### config.mk
export PLATFORM = sky130hd
export DESIGN_NAME = delayed_read_tracker
export DESIGN_NICKNAME = d
export VERILOG_FILES = /design/src/rtl/drt_pkg.sv /design/src/rtl/drt_tag_codec.sv /design/src/rtl/drt_pick.sv /design/src/rtl/drt_slot.sv /design/src/rtl/delayed_read_tracker.sv
export SDC_FILE = /design/constraint.sdc
export NUM_CORES = 1
export LEC_CHECK = 0
export BUFFER_PORTS_ARGS = -buffer_cell sky130_fd_sc_hd__buf_2
export CAP_MARGIN = 20
export CORE_MARGIN = 2
export CORE_UTILIZATION = 25
export DETAILED_ROUTE_END_ITERATION = 8
export HOLD_SLACK_MARGIN = 0.02
export SYNTH_ARGS = -nofsm -noshare
export SYNTH_HDL_FRONTEND = slang
export SYNTH_SLANG_ARGS = --single-unit
### constraint.sdc
create_clock -name clk -period 10.7 [get_ports clk]
set_input_delay 0.535 -clock clk [delete_from_list [all_inputs] [get_ports clk]]
set_output_delay 0.535 -clock clk [all_outputs]
set_load 0.02 [all_outputs]
### src/rtl/drt_pkg.sv
package drt_pkg;
  typedef enum logic [1:0] {
    SL_IDLE  = 2'd0,
    SL_LIVE  = 2'd1,
    SL_STALE = 2'd2
  } slot_state_e;
endpackage

### src/rtl/drt_tag_codec.sv
module drt_tag_codec #(
  parameter int BUF_W = 2,
  parameter int SUB_W = 3,
  parameter int TAG_W = BUF_W + SUB_W
) (
  input  logic             wide,
  input  logic [BUF_W-1:0] enc_buf,
  input  logic [SUB_W-1:0] enc_sub,
  output logic [TAG_W-1:0] enc_tag,
  input  logic [TAG_W-1:0] dec_tag,
  output logic [BUF_W-1:0] dec_buf,
  output logic             dec_lead_ok
);
  // wide layout: more buffer bits, fewer subrequest bits
  always_comb begin
    if (wide) begin
      enc_tag = {1'b0, enc_buf, enc_sub[SUB_W-2:0]};
      dec_buf = dec_tag[TAG_W-2 -: BUF_W];
    end else begin
      enc_tag = {1'b0, enc_buf[BUF_W-2:0], enc_sub};
      dec_buf = {1'b0, dec_tag[TAG_W-2 -: BUF_W-1]};
    end
    dec_lead_ok = ~dec_tag[TAG_W-1];
  end
endmodule

### src/rtl/drt_pick.sv
module drt_pick #(
  parameter int N     = 4,
  parameter int IDX_W = $clog2(N)
) (
  input  logic [N-1:0]     req,
  output logic [N-1:0]     gnt,
  output logic [IDX_W-1:0] idx,
  output logic             any
);
  // lowest index wins: scan downward so the last hit is the lowest
  always_comb begin
    gnt = '0;
    idx = '0;
    any = 1'b0;
    for (int i = N - 1; i >= 0; i--) begin
      if (req[i]) begin
        gnt    = '0;
        gnt[i] = 1'b1;
        idx    = IDX_W'(i);
        any    = 1'b1;
      end
    end
  end
endmodule

### src/rtl/drt_slot.sv
module drt_slot
  import drt_pkg::*;
#(
  parameter int CNT_W  = 4,
  parameter int LINE_W = 3,
  parameter int SUB_W  = 3
) (
  input  logic              clk,
  input  logic              rst,
  input  logic              cfg_cont,
  input  logic [LINE_W-1:0] cfg_lines_m1,
  input  logic [CNT_W-1:0]  out_cap,
  input  logic [SUB_W-1:0]  sub_mask,
  input  logic              start,
  input  logic              disc,
  input  logic              cpl,
  input  logic              drain,
  input  logic              grant,
  output logic              want,
  output logic [SUB_W-1:0]  sub_no,
  output logic              busy,
  output logic              stale,
  output logic              has_out,
  output logic              full,
  output logic [CNT_W-1:0]  held
);
  slot_state_e      state;
  logic [CNT_W-1:0] out_cnt;
  logic [CNT_W-1:0] issued;
  logic [CNT_W-1:0] lines;
  logic [CNT_W-1:0] out_nx;
  logic             cpl_ok;
  logic             drain_ok;

  assign lines    = CNT_W'(cfg_lines_m1) + CNT_W'(1);
  assign cpl_ok   = cpl && (out_cnt != '0);
  assign drain_ok = drain && (state == SL_LIVE) && (held > out_cnt);
  assign out_nx   = out_cnt - CNT_W'(cpl_ok) + CNT_W'(grant);

  assign busy    = (state != SL_IDLE);
  assign stale   = (state == SL_STALE);
  assign has_out = (out_cnt != '0);
  assign full    = busy && (out_cnt == out_cap);
  assign want    = (state == SL_LIVE) && (out_cnt < out_cap) &&
                   (cfg_cont ? (held < lines) : (issued < lines));

  always_ff @(posedge clk) begin
    if (rst) begin
      state   <= SL_IDLE;
      out_cnt <= '0;
      held    <= '0;
      issued  <= '0;
      sub_no  <= '0;
    end else begin
      case (state)
        SL_IDLE: begin
          if (start) begin
            state   <= SL_LIVE;
            out_cnt <= '0;
            held    <= '0;
            issued  <= '0;
            sub_no  <= '0;
          end
        end
        SL_LIVE: begin
          if (disc) begin
            // drained-side data is gone; only in-flight lines stay reserved
            out_cnt <= out_nx;
            held    <= out_nx;
            state   <= (out_nx == '0) ? SL_IDLE : SL_STALE;
          end else begin
            out_cnt <= out_nx;
            held    <= held + CNT_W'(grant) - CNT_W'(drain_ok);
            if (grant) begin
              if (issued != '1) issued <= issued + CNT_W'(1);
              sub_no <= (sub_no + SUB_W'(1)) & sub_mask;
            end
          end
        end
        SL_STALE: begin
          if (cpl_ok) begin
            out_cnt <= out_cnt - CNT_W'(1);
            held    <= held - CNT_W'(1);
            if (out_cnt == CNT_W'(1)) state <= SL_IDLE;
          end
        end
        default: state <= SL_IDLE;
      endcase
    end
  end
endmodule

### src/rtl/delayed_read_tracker.sv
module delayed_read_tracker #(
  parameter int NBUF       = 4,
  parameter int LINE_W     = 3,
  parameter int SUB_W      = 3,
  parameter int POOL_LINES = 16,
  localparam int BUF_W  = $clog2(NBUF),
  localparam int TAG_W  = BUF_W + SUB_W,
  localparam int CNT_W  = ((LINE_W > SUB_W) ? LINE_W : SUB_W) + 1,
  localparam int POOL_W = $clog2(NBUF * (1 << CNT_W) + 1)
) (
  input  logic              clk,
  input  logic              rst,
  input  logic [BUF_W-1:0]  cfg_nbuf,
  input  logic [LINE_W-1:0] cfg_lines_m1,
  input  logic              cfg_cont,
  input  logic              req_valid,
  input  logic [BUF_W-1:0]  req_buf,
  input  logic              drain_valid,
  input  logic [BUF_W-1:0]  drain_buf,
  input  logic              disc_valid,
  input  logic [BUF_W-1:0]  disc_buf,
  input  logic              cpl_valid,
  input  logic [TAG_W-1:0]  cpl_tag,
  output logic              iss_valid,
  output logic [TAG_W-1:0]  iss_tag,
  output logic              cpl_accept,
  output logic              cpl_drop,
  output logic [NBUF-1:0]   buf_busy,
  output logic [NBUF-1:0]   buf_full
);
  logic             wide;
  logic [CNT_W-1:0] out_cap;
  logic [SUB_W-1:0] sub_mask;
  logic [NBUF-1:0]  act_mask;

  logic [NBUF-1:0]  s_want, s_stale, s_hasout, s_start, s_disc, s_cpl, s_drain;
  logic [NBUF-1:0]  s_elig, s_gnt;
  logic [SUB_W-1:0] s_sub  [NBUF];
  logic [CNT_W-1:0] s_held [NBUF];

  logic [POOL_W-1:0] pool_used;
  logic              pool_ok;
  logic [BUF_W-1:0]  gnt_idx;
  logic              gnt_any;
  logic [TAG_W-1:0]  gnt_tag;
  logic [BUF_W-1:0]  cpl_bi;
  logic              cpl_lead_ok;
  logic              cpl_hit;
  logic              accept_d, drop_d;

  assign wide     = cfg_nbuf[BUF_W-1];
  assign out_cap  = wide ? CNT_W'(1 << (SUB_W - 1)) : CNT_W'(1 << SUB_W);
  assign sub_mask = wide ? SUB_W'((1 << (SUB_W - 1)) - 1) : '1;

  drt_tag_codec #(.BUF_W(BUF_W), .SUB_W(SUB_W), .TAG_W(TAG_W)) u_codec (
    .wide        (wide),
    .enc_buf     (gnt_idx),
    .enc_sub     (s_sub[gnt_idx]),
    .enc_tag     (gnt_tag),
    .dec_tag     (cpl_tag),
    .dec_buf     (cpl_bi),
    .dec_lead_ok (cpl_lead_ok)
  );

  assign cpl_hit = cpl_valid && cpl_lead_ok && act_mask[cpl_bi];

  always_comb begin
    pool_used = '0;
    for (int i = 0; i < NBUF; i++) pool_used += POOL_W'(s_held[i]);
  end
  assign pool_ok = (pool_used < POOL_W'(POOL_LINES));

  genvar g;
  generate
    for (g = 0; g < NBUF; g++) begin : g_slot
      assign act_mask[g] = (BUF_W'(g) <= cfg_nbuf);
      assign s_start[g]  = req_valid   && (req_buf   == BUF_W'(g)) && act_mask[g];
      assign s_disc[g]   = disc_valid  && (disc_buf  == BUF_W'(g)) && act_mask[g];
      assign s_drain[g]  = drain_valid && (drain_buf == BUF_W'(g)) && act_mask[g];
      assign s_cpl[g]    = cpl_hit && (cpl_bi == BUF_W'(g));
      assign s_elig[g]   = s_want[g] && !s_disc[g] && act_mask[g] && pool_ok;

      drt_slot #(.CNT_W(CNT_W), .LINE_W(LINE_W), .SUB_W(SUB_W)) u_slot (
        .clk          (clk),
        .rst          (rst),
        .cfg_cont     (cfg_cont),
        .cfg_lines_m1 (cfg_lines_m1),
        .out_cap      (out_cap),
        .sub_mask     (sub_mask),
        .start        (s_start[g]),
        .disc         (s_disc[g]),
        .cpl          (s_cpl[g]),
        .drain        (s_drain[g]),
        .grant        (s_gnt[g]),
        .want         (s_want[g]),
        .sub_no       (s_sub[g]),
        .busy         (buf_busy[g]),
        .stale        (s_stale[g]),
        .has_out      (s_hasout[g]),
        .full         (buf_full[g]),
        .held         (s_held[g])
      );
    end
  endgenerate

  drt_pick #(.N(NBUF), .IDX_W(BUF_W)) u_pick (
    .req (s_elig),
    .gnt (s_gnt),
    .idx (gnt_idx),
    .any (gnt_any)
  );

  assign accept_d = cpl_hit && buf_busy[cpl_bi] && !s_stale[cpl_bi] && s_hasout[cpl_bi];
  assign drop_d   = cpl_hit && s_stale[cpl_bi] && s_hasout[cpl_bi];

  always_ff @(posedge clk) begin
    if (rst) begin
      iss_valid  <= 1'b0;
      iss_tag    <= '0;
      cpl_accept <= 1'b0;
      cpl_drop   <= 1'b0;
    end else begin
      iss_valid  <= gnt_any;
      iss_tag    <= gnt_any ? gnt_tag : '0;
      cpl_accept <= accept_d;
      cpl_drop   <= drop_d;
    end
  end
endmodule

# ---- Yosys cells after proc, flatten, opt, wreduce, memory -nomap -nowiden
# Cells that the tools add are included.
# W data, S select, Z words.
dict set report totals {
  reg_bits 76
  input_bits 23
  output_inout_bits 16
  elab_cells 382
}
dict set report classes {
  addsub 36
  order_cmp 23
  n_eq_ne 60
  n_mux 111
  bitwise 7
  n_reduce_logical 121
}
# operator count
set op_table {}
lappend op_table {{$mux W4} 34}
lappend op_table {{$pmux W4 S3} 8}
lappend op_table {{$logic_and A1 B1 Y1} 71}
lappend op_table {{$mux W2} 25}
lappend op_table {{$lt A4 B4 Y1} 12}
lappend op_table {{$mux W3} 15}
lappend op_table {{$ne A2 B2 Y1 const B} 20}
lappend op_table {{$add A4 B1 Y4} 8}
lappend op_table {{$pmux W4 S2} 4}
lappend op_table {{$reduce_and A4 Y1} 8}
lappend op_table {{$sub A4 B1 Y4} 8}
lappend op_table {{$sub A4 B1 Y4 const B} 8}
lappend op_table {{$eq A2 B2 Y1 const B} 12}
lappend op_table {{$pmux W2 S3} 4}
lappend op_table {{$pmux W3 S2} 4}
lappend op_table {{$reduce_and A5 Y1} 4}
lappend op_table {{$add A4 B1 Y4 const B} 4}
lappend op_table {{$eq A2 B1 Y1 const B} 8}
lappend op_table {{$eq A4 B1 Y1 const B} 4}
lappend op_table {{$eq A4 B4 Y1} 4}
lappend op_table {{$gt A4 B4 Y1} 4}
lappend op_table {{$logic_not A2 Y1} 8}
lappend op_table {{$logic_not A4 Y1} 4}
lappend op_table {{$ne A2 B1 Y1 const B} 8}
lappend op_table {{23 further kinds} 69}

# ---- Logic depth before layout (Yosys ltp)
# Gate-level depths: netlist of run 1.
dict set report logic_depth {
  ltp_word 16
  depth_mapped 21
  ltp_nobuf 21
}

# ---- Modules after synthesis
# A second synthesis of run 1 with hierarchy kept.
dict set report hier_totals {
  hier_cells 948
  hier_area_um2 7943.9
}
# mod instances cells_per_inst area_each_um2 seq_area_each_um2
set modules_own_cells {}
lappend modules_own_cells {{drt_slot (g_slot[0].u_slot ...)} 2 206 1726.7 340.3}
lappend modules_own_cells {{drt_slot (g_slot[1].u_slot ...)} 2 207 1726.7 340.3}
lappend modules_own_cells {delayed_read_tracker 1 102 904.6 160.2}
lappend modules_own_cells {drt_tag_codec 1 9 71.3 0.0}
lappend modules_own_cells {drt_pick 1 11 61.3 0.0}

# ---- Least setup slack after synthesis of run 1
# OpenSTA, ideal clock, no wires.
dict set report synth_path {
  path_type {register -> register}
  from {register g_slot[0].u_slot.held[2]}
  to {register g_slot[2].u_slot.state[1]}
  setup_ns 0.132
  t_arrival_ns 5.038
  required_ns 10.568
  setup_slack_ns 5.530
  path_stages_with_launch 19
  path_buffers 1
  period_less_slack_ns 5.170
  path_cell_list {dfxtp_1 inv_1 fa_1 fa_1 inv_1 ha_1 a41o_1 a2111o_1 or4_4 o2bb2ai_4 buf_6 or3_1 ha_1 inv_1 ha_1 fa_1 o41a_1 nor2_1 a211oi_1}
}
dict set report synth_via {
  elab_chain_len 13
  elab_cells_between_ends 20
  classes_between {add/sub (4); order compare (2); mux (7); reduce/logical (7)}
}
# element line_no
set synth_lines {}
lappend synth_lines {{from (decl)} drt_slot.sv:25} ;# output logic [CNT_W-1:0] held
lappend synth_lines {{from (signal assigned)} drt_slot.sv:69} ;# held <= out_nx;
lappend synth_lines {{from (signal assigned)} drt_slot.sv:73} ;# held <= held + CNT_W'(grant) - CNT_W'(drain_ok);
lappend synth_lines {{from (signal assigned)} drt_slot.sv:83} ;# held <= held - CNT_W'(1);
lappend synth_lines {{$add A4 B4 Y5} delayed_read_tracker.sv:69} ;# for (int i = 0; i < NBUF; i++) pool_used += POOL_W'(s_held[i]);
lappend synth_lines {{$add A5 B4 Y6} delayed_read_tracker.sv:69}
lappend synth_lines {{$add A6 B4 Y7} delayed_read_tracker.sv:69}
lappend synth_lines {{$lt A7 B5 Y1} delayed_read_tracker.sv:71} ;# assign pool_ok = (pool_used < POOL_W'(POOL_LINES));
lappend synth_lines {{$logic_and A1 B1 Y1} delayed_read_tracker.sv:81} ;# assign s_elig[g] = s_want[g] && !s_disc[g] && act_mask[g] && pool_ok;
lappend synth_lines {{$mux W4 (2 in series)} drt_pick.sv:16} ;# if (req[i]) begin
lappend synth_lines {{$mux W4 *} drt_pick.sv:16}
lappend synth_lines {{$add A4 B1 Y4 *} drt_slot.sv:38} ;# assign out_nx = out_cnt - CNT_W'(cpl_ok) + CNT_W'(grant);
lappend synth_lines {{$logic_not A4 Y1 *} drt_slot.sv:70} ;# state <= (out_nx == '0) ? SL_IDLE : SL_STALE;
lappend synth_lines {{$mux W2 *} drt_slot.sv:70}
lappend synth_lines {{$mux W2 *} drt_slot.sv:66} ;# if (disc) begin
lappend synth_lines {{$pmux W2 S3 *} drt_slot.sv:55} ;# case (state)
lappend synth_lines {{to (signal assigned)} drt_slot.sv:70}
lappend synth_lines {{to (decl)} drt_slot.sv:27} ;# slot_state_e state;
# Every way passes the cells marked *; elsewhere a longest branch is shown, timed or not. The select of a mux whose other input is x is not followed.
# A chain may end at the register's enable or synchronous reset.

# ---- Final worst setup path of run 1
dict set report layout_path {
  from {register g_slot[0].u_slot.held[2]}
  to {register g_slot[2].u_slot.held[2]}
}
dict set report layout_via {
  elab_chain_len 12
  elab_cells_between_ends 20
  classes_between {add/sub (6); order compare (2); mux (6); reduce/logical (6)}
}
# element line_no
set layout_lines {}
lappend layout_lines {{$add A4 B4 Y5} delayed_read_tracker.sv:69}
lappend layout_lines {{$add A5 B4 Y6} delayed_read_tracker.sv:69}
lappend layout_lines {{$add A6 B4 Y7} delayed_read_tracker.sv:69}
lappend layout_lines {{$lt A7 B5 Y1} delayed_read_tracker.sv:71}
lappend layout_lines {{$logic_and A1 B1 Y1} delayed_read_tracker.sv:81}
lappend layout_lines {{$mux W4 (2 in series)} drt_pick.sv:16}
lappend layout_lines {{$mux W4 *} drt_pick.sv:16}
lappend layout_lines {{$add A4 B1 Y4} drt_slot.sv:73}
lappend layout_lines {{$sub A4 B1 Y4} drt_slot.sv:73}
lappend layout_lines {{$mux W4 *} drt_slot.sv:66}
lappend layout_lines {{$pmux W4 S3 *} drt_slot.sv:55}
lappend layout_lines {{to (signal assigned)} drt_slot.sv:69}
lappend layout_lines {{to (signal assigned)} drt_slot.sv:73}
lappend layout_lines {{to (signal assigned)} drt_slot.sv:83}
lappend layout_lines {{to (decl)} drt_slot.sv:25}
# Every way passes the cells marked *; elsewhere a longest branch is shown, timed or not.

==> results.toml, run 1 <==
[cells_and_area]
layout-drive-gt1-share_pct = 7.799
area_growth_syn_to_layout_pct = 10.86
final_cells = 1328
finish.net_count = 1107

[synthesis]
avgSynthCellArea_um2 = 8.076
synth.area.mux_share_pct = 2.754
ys_seq_area_share_pct = 19.73
yosys-top-cells-count = "ha_1 (138), nand2_1 (95), inv_1 (82), dfxtp_1 (73), nor2_1 (65)"
synthFlopType = "dfxtp_1"
synth_compound_area_share_pct = 21.12
yosysWarningCount = 0
synth.distinct_cells = 79
synth_nets = 1093
ys_top_cells_by_area = "ha_1 (23%), dfxtp_1 (20%), nand2_1 (4.8%), inv_1 (4.2%), o21ai_0 (4.1%)"
synth-xor-area-share_pct = 3.430
synth_seq_cells = 73
synth_simple_gate_area_share_pct = 18.89
syn_inst = 917
synth_top_family_by_area = "adder cells"
synth_fa_ha_area_share_pct = 27.37
async_reset_ff_share_pct = 0
synth_top_area_cell = "ha_1"
synth-edff-count = 0
synth.top_cell.area_share_pct = 23.31
synth_area_mm2 = 0.007406
synth_most_common_cell = "ha_1"

[floorplan]
core_area_mm2 = 0.02940
rows = 63
die_area_mm2 = 0.03102
io_pins = 39
start_util_pct = 25.19
die_w_um = 176.1
die_h_um = 176.1

[timing]
slew_violations = 0
hold_ws_ns = 0.4769
tightest_slew_ns = 1.141
relSlewSlack_pct = 23.46
tns_ns = 0
setup_viol = 0
rsz0062_at_grt = "no"
clock-skew-final_ns = 0.009286
final.setup.worst_slack_ns = 4.897
final_hold_viol_count = 0
timing.fmax_ghz = 0.1723
fin_crit_sh_pct = 54.23
min_period_ns = 5.803

[routing]
viasPerCell = 4.947
avgRoutedWirePerCell_um = 15.79
wl_um = 20970
drtIter0Drc = 415
drc = 0
antenna_left = 0
drt_pre_antenna_iters = 5
vias = 6570

[place]
io_buffers = 35
pre_cts_slack_ns = 4.920
gp_congestion = 0.8714
dp_hpwl_um = 16340
placedCellCount = 1310

[clock_tree]
clock_sinks = 73
cts_tree = "built"
cts_resized = 0
path_clk_slew_ns = 0.06
clock_path_buffers = 2
postCtsSetupBuffers = 0
clkLatencyLatePin_ns = 0.35
cts_root_buf = "clkbuf_16"
cts_buffers = 9
htreeDepth = 3
ctsHoldBuffers = 0

[pwr]
swShare_pct = 41.39
p_clk_share_pct = 28.7
switchingPower_mw = 0.4383
vdd_drop_max_mv = 0.07500
pwr-share-seq_pct = 28.3
p_comb_share_pct = 42.9
p_per_area_mw_per_mm2 = 129.0
p_int_mw = 0.6208
power.leakage_nw = 3.373

[global_routing]
grt_pass1_wl_um = 33580
grt_max_degree = 70
grt.total_usage_pct = 13.71
first_global_vias = 6315
grt_overflow = 0
antenna_found_initial = 2

[setup_path]
crit_fanout = 14
path_class = "reg -> reg"
worstSetupEndpointType = "register"
arrival_ns = 6.08
cp.required_ns = 10.98
start_kind = "register"

[worst_hold_path]
hold_class = "reg -> reg"

[run]
maxCapViolCount = 0

[run_status]
status = "complete, no violations"
registers in the layout, summed over array words and instances (netlist names):
register and cells:
g_slot.u_slot.sub_no 10, cpl_drop 1, g_slot.u_slot.out_cnt 16, iss_valid 1, iss_tag 4, g_slot.u_slot.state 8, g_slot.u_slot.held 16, g_slot.u_slot.issued 16
cpl_accept 1
per-layer routing:
layer	up-vias	track usage [%]	routed length, µm
met3	25	2.110	937
met4	0	4.890	422
li1	3298	-	-
met2	147	22.84	9700
met5	-	0	0
met1	3100	17.96	9911
logic make-up after synthesis:
kind of cell               after synthesis
adders and majority gates              153
other                                    1
DFF                                     73
buffers and inverters                  120
xor gates and xnor gates                29
and+or+nand+nor                        284
AOI/OAI and AO/OA                      237
muxes                                   20
layout by cell type, fill, tap and decap left out, types with 11 or more instances in the layout:
master    Yosys  layout
a211oi_1     11      11
a21oi_1      59      59
a22oi_1      11      11
buf_2         1      35
dfxtp_1      73      73
fa_1         15      15
ha_1        138     138
inv_1        82      82
mux2i_1      17      17
nand2_1      95      95
nand2b_1     13      13
nand3_1      33      33
nor2_1       65      65
nor3_1       14      14
o21ai_0      61      61
o22ai_1      16      16
xnor2_1      24      24
worst paths after layout:
path / startpoint / end / slack [ns] / cells past startpoint
worst min-delay path: g_slot[0].u_slot.out_cnt[1] / g_slot[0].u_slot.out_cnt[1] / 0.48 / 2
worst min register to register: g_slot[0].u_slot.out_cnt[1] / g_slot[0].u_slot.out_cnt[1] / 0.48 / 2
worst max-delay path: g_slot[0].u_slot.held[2] / g_slot[2].u_slot.held[2] / 4.90 / 19
worst max register to register: g_slot[0].u_slot.held[2] / g_slot[2].u_slot.held[2] / 4.90 / 19
through the flow:
stage | cell area (µm²) | total power, mW | utilization, %
floorplan | 7406 | 0.6431 | -
global placement | 7918 | 0.7517 | 26.93
detailed placement | 7918 | 0.7563 | 26.93
CTS | 8205 | 1.065 | 27.91
global route | 8210 | 1.131 | 27.92
finish | 8210 | 1.059 | 27.92
worst max-delay path, cell delays in order (launching register included):
cell and delay (ns):
dfxtp_1 0.47, inv_1 0.20, fa_1 0.54, fa_1 0.54
inv_1 0.04, ha_1 0.28, a41o_1 0.24, a2111o_1 0.57
or4_4 0.63, o2bb2ai_4 0.35, or3_1 0.22, ha_1 0.14
inv_1 0.04, ha_1 0.22, fa_1 0.41, xnor2_1 0.30
o21ai_0 0.12, o22ai_1 0.19, a32oi_1 0.12, nor2_1 0.11
power by group through the flow:
| stage | Combinational, mW | Clock [mW] | Sequential [mW] |
|---|---|---|---|
| 2_1_floorplan | 0.340 | 0 | 0.303 |
| 3_3_place_gp | 0.446 | 0 | 0.306 |
| 3_5_place_dp | 0.450 | 0 | 0.306 |
| 4_1_cts | 0.452 | 0.312 | 0.300 |
| 5_1_grt | 0.506 | 0.323 | 0.302 |
| 6_report | 0.455 | 0.304 | 0.300 |
area by class of cell:
class | count | area, µm²
sequential | 73 | 1461
tap | 390 | 488.0
antenna | 2 | 5.005
clock inverter | 6 | 58.81
multi-input combinational | 724 | 5451
fill | 3173 | 21190
inverter | 85 | 319.1
clock buffer | 10 | 229.0
timing repair buffer | 38 | 197.7
Note: power is estimated with default switching activity, not from simulation.
==> inputs of run 2 (changes only) <==
==> constraint.sdc (replaced) <==
create_clock -name clk -period 5.26 [get_ports clk]
set_input_delay 0.263 -clock clk [delete_from_list [all_inputs] [get_ports clk]]
set_output_delay 0.263 -clock clk [all_outputs]
set_load 0.02 [all_outputs]
==> run 2 against run 1 <==
  * Combinational power grew 120%
  * Total power grew 110%
  * Sequential share of layout area shrank 0.69 points
  * Critical endpoint is now g_slot[2].u_slot.state[1]
  * Die area is the same
  * Via count grew 3.3%
==> results.toml, run 2 (synthesis gave the netlist of run 1 again) <==
[run_status]
status = "complete, no violations"

[setup_path]
path_class = "reg -> reg"
worstSetupEndpointType = "register"
rrSetupSlack_ns = 0.12
arrival_ns = 5.36
crit_fanout = 4
cp.required_ns = 5.48
start_kind = "register"

[pwr]
total_power_mw = 2.240
vdd_drop_max_mv = 0.1254
power.leakage_nw = 3.610
p_per_area_mw_per_mm2 = 261.6

[timing]
setup_viol = 0
clock-skew-final_ns = 0.01199
slew_violations = 0
final_hold_viol_count = 0
tightest_slew_ns = 1.044
fin_crit_sh_pct = 97.66
timing.fmax_ghz = 0.1947
relSlewSlack_pct = 29.88
min_period_ns = 5.137

[global_routing]
antenna_found_initial = 1
first_global_vias = 6696
grt.total_usage_pct = 14.45
grt_pass1_wl_um = 35420
grt_max_degree = 36
grt_overflow = 0

[floorplan]
die_h_um = 176.1
start_util_pct = 25.19
die_w_um = 176.1
rows = 63
die_area_mm2 = 0.03102
core_area_mm2 = 0.02940
io_pins = 39

[clock_tree]
clkLatencyLatePin_ns = 0.36
clock_sinks = 73
cts_root_buf = "clkbuf_16"
clock_path_buffers = 2
htreeDepth = 3
path_clk_slew_ns = 0.07
ctsHoldBuffers = 0
cts_buffers = 9
cts_tree = "built"

[cells_and_area]
fillCellCount = 3146
area_growth_syn_to_layout_pct = 15.64
layout-drive-gt1-share_pct = 12.92
layout_common_cells = "ha_1 (137), nand2_1 (95), inv_1 (78)"
finish.net_count = 1146
reg.largest.list = "g_slot.u_slot.held (16), g_slot.u_slot.issued (16), g_slot.u_slot.out_cnt (16)"
final_common_cell = "ha_1"
final_cells = 1367

[place]
io_buffers = 35
placedCellCount = 1343
gp_congestion = 0.8911
dp_hpwl_um = 17190

[routing]
drt_pre_antenna_iters = 6
vias = 6789
viasPerCell = 4.966
drtIter0Drc = 387
wl_um = 21960
avgRoutedWirePerCell_um = 16.07
antenna_left = 0
drc = 0

[worst_hold_path]
hold_class = "in -> reg"

[run]
maxCapViolCount = 0
run 2: area by class of cell:
cell class              count  area [µm²]  area share, %
clock inverters             6       67.56         0.7889
multi-input cells         724        5495          64.16
well taps                 390       488.0          5.698
inverters                  85       319.1          3.725
repair buffers             77       495.5          5.785
diodes                      2       5.005        0.05844
flip-flops and latches     73        1465          17.11
clock buffers              10       229.0          2.673
run 2: where the power goes:
part	switching (mW)	total (mW)	internal, mW
Combinational	0.632	0.989	0.357
Clock	0.277	0.647	0.370
Sequential	0.0217	0.604	0.582
Total	0.931	2.24	1.31
run 2: repair_timing:
action | CTS | global route
setup buffers | 0 | 5
gates resized for setup | 0 | 20
endpoints found under the setup margin | 0 | 21
run 2: path summary, 6_finish.rpt:
kind,depth (start not counted),to,startpoint
worst max-delay path,18,g_slot[2].u_slot.state[1],g_slot[2].u_slot.held[2]
worst min-delay path,4,cpl_accept,cpl_tag[3]
worst max register to register,18,g_slot[2].u_slot.state[1],g_slot[2].u_slot.held[2]
worst min register to register,2,g_slot[0].u_slot.out_cnt[1],g_slot[0].u_slot.out_cnt[1]
run 2: stage by stage:
stage / hold slack [ns] / setup slack (ns) / setup TNS (ns) / instance area [µm²] / utilization (%)
final: 0.3458 / 0.1228 / 0 / 8564 / 29.13
after global routing: 0.3705 / -0.04177 / -0.1133 / 8562 / 29.12
after CTS: 0.3023 / 0.02100 / 0 / 8462 / 28.78
after detailed placement: 0.4702 / 0.03532 / 0 / 8165 / 27.77
after global placement: 0.4669 / 0.07852 / 0 / 8165 / 27.77
after floorplan: 0.4483 / 0.09023 / 0 / 7406 / -
run 2: routing by layer:
metal | GRT usage, % | share of wire (%) | vias to the layer above
met3 | 2.369 | 4.8 | 42
li1 | - | - | 3378
met1 | 18.86 | 47 | 3214
met2 | 24.23 | 46 | 155
met5 | 0 | 0 | -
met4 | 4.752 | 2.5 | 0
run 2: critical path: stages, from the launching register on:
cell	delay, ns
dfxtp_2	0.33
inv_2	0.05
fa_1	0.50
fa_1	0.55
inv_1	0.04
ha_1	0.27
a41o_1	0.23
a2111o_1	0.42
or4_4	0.61
o2bb2ai_4	0.24
or3_1	0.19
ha_1	0.14
inv_1	0.04
ha_1	0.22
fa_1	0.45
xnor2_2	0.18
o41a_1	0.38
nor2_1	0.11
a211oi_1	0.06
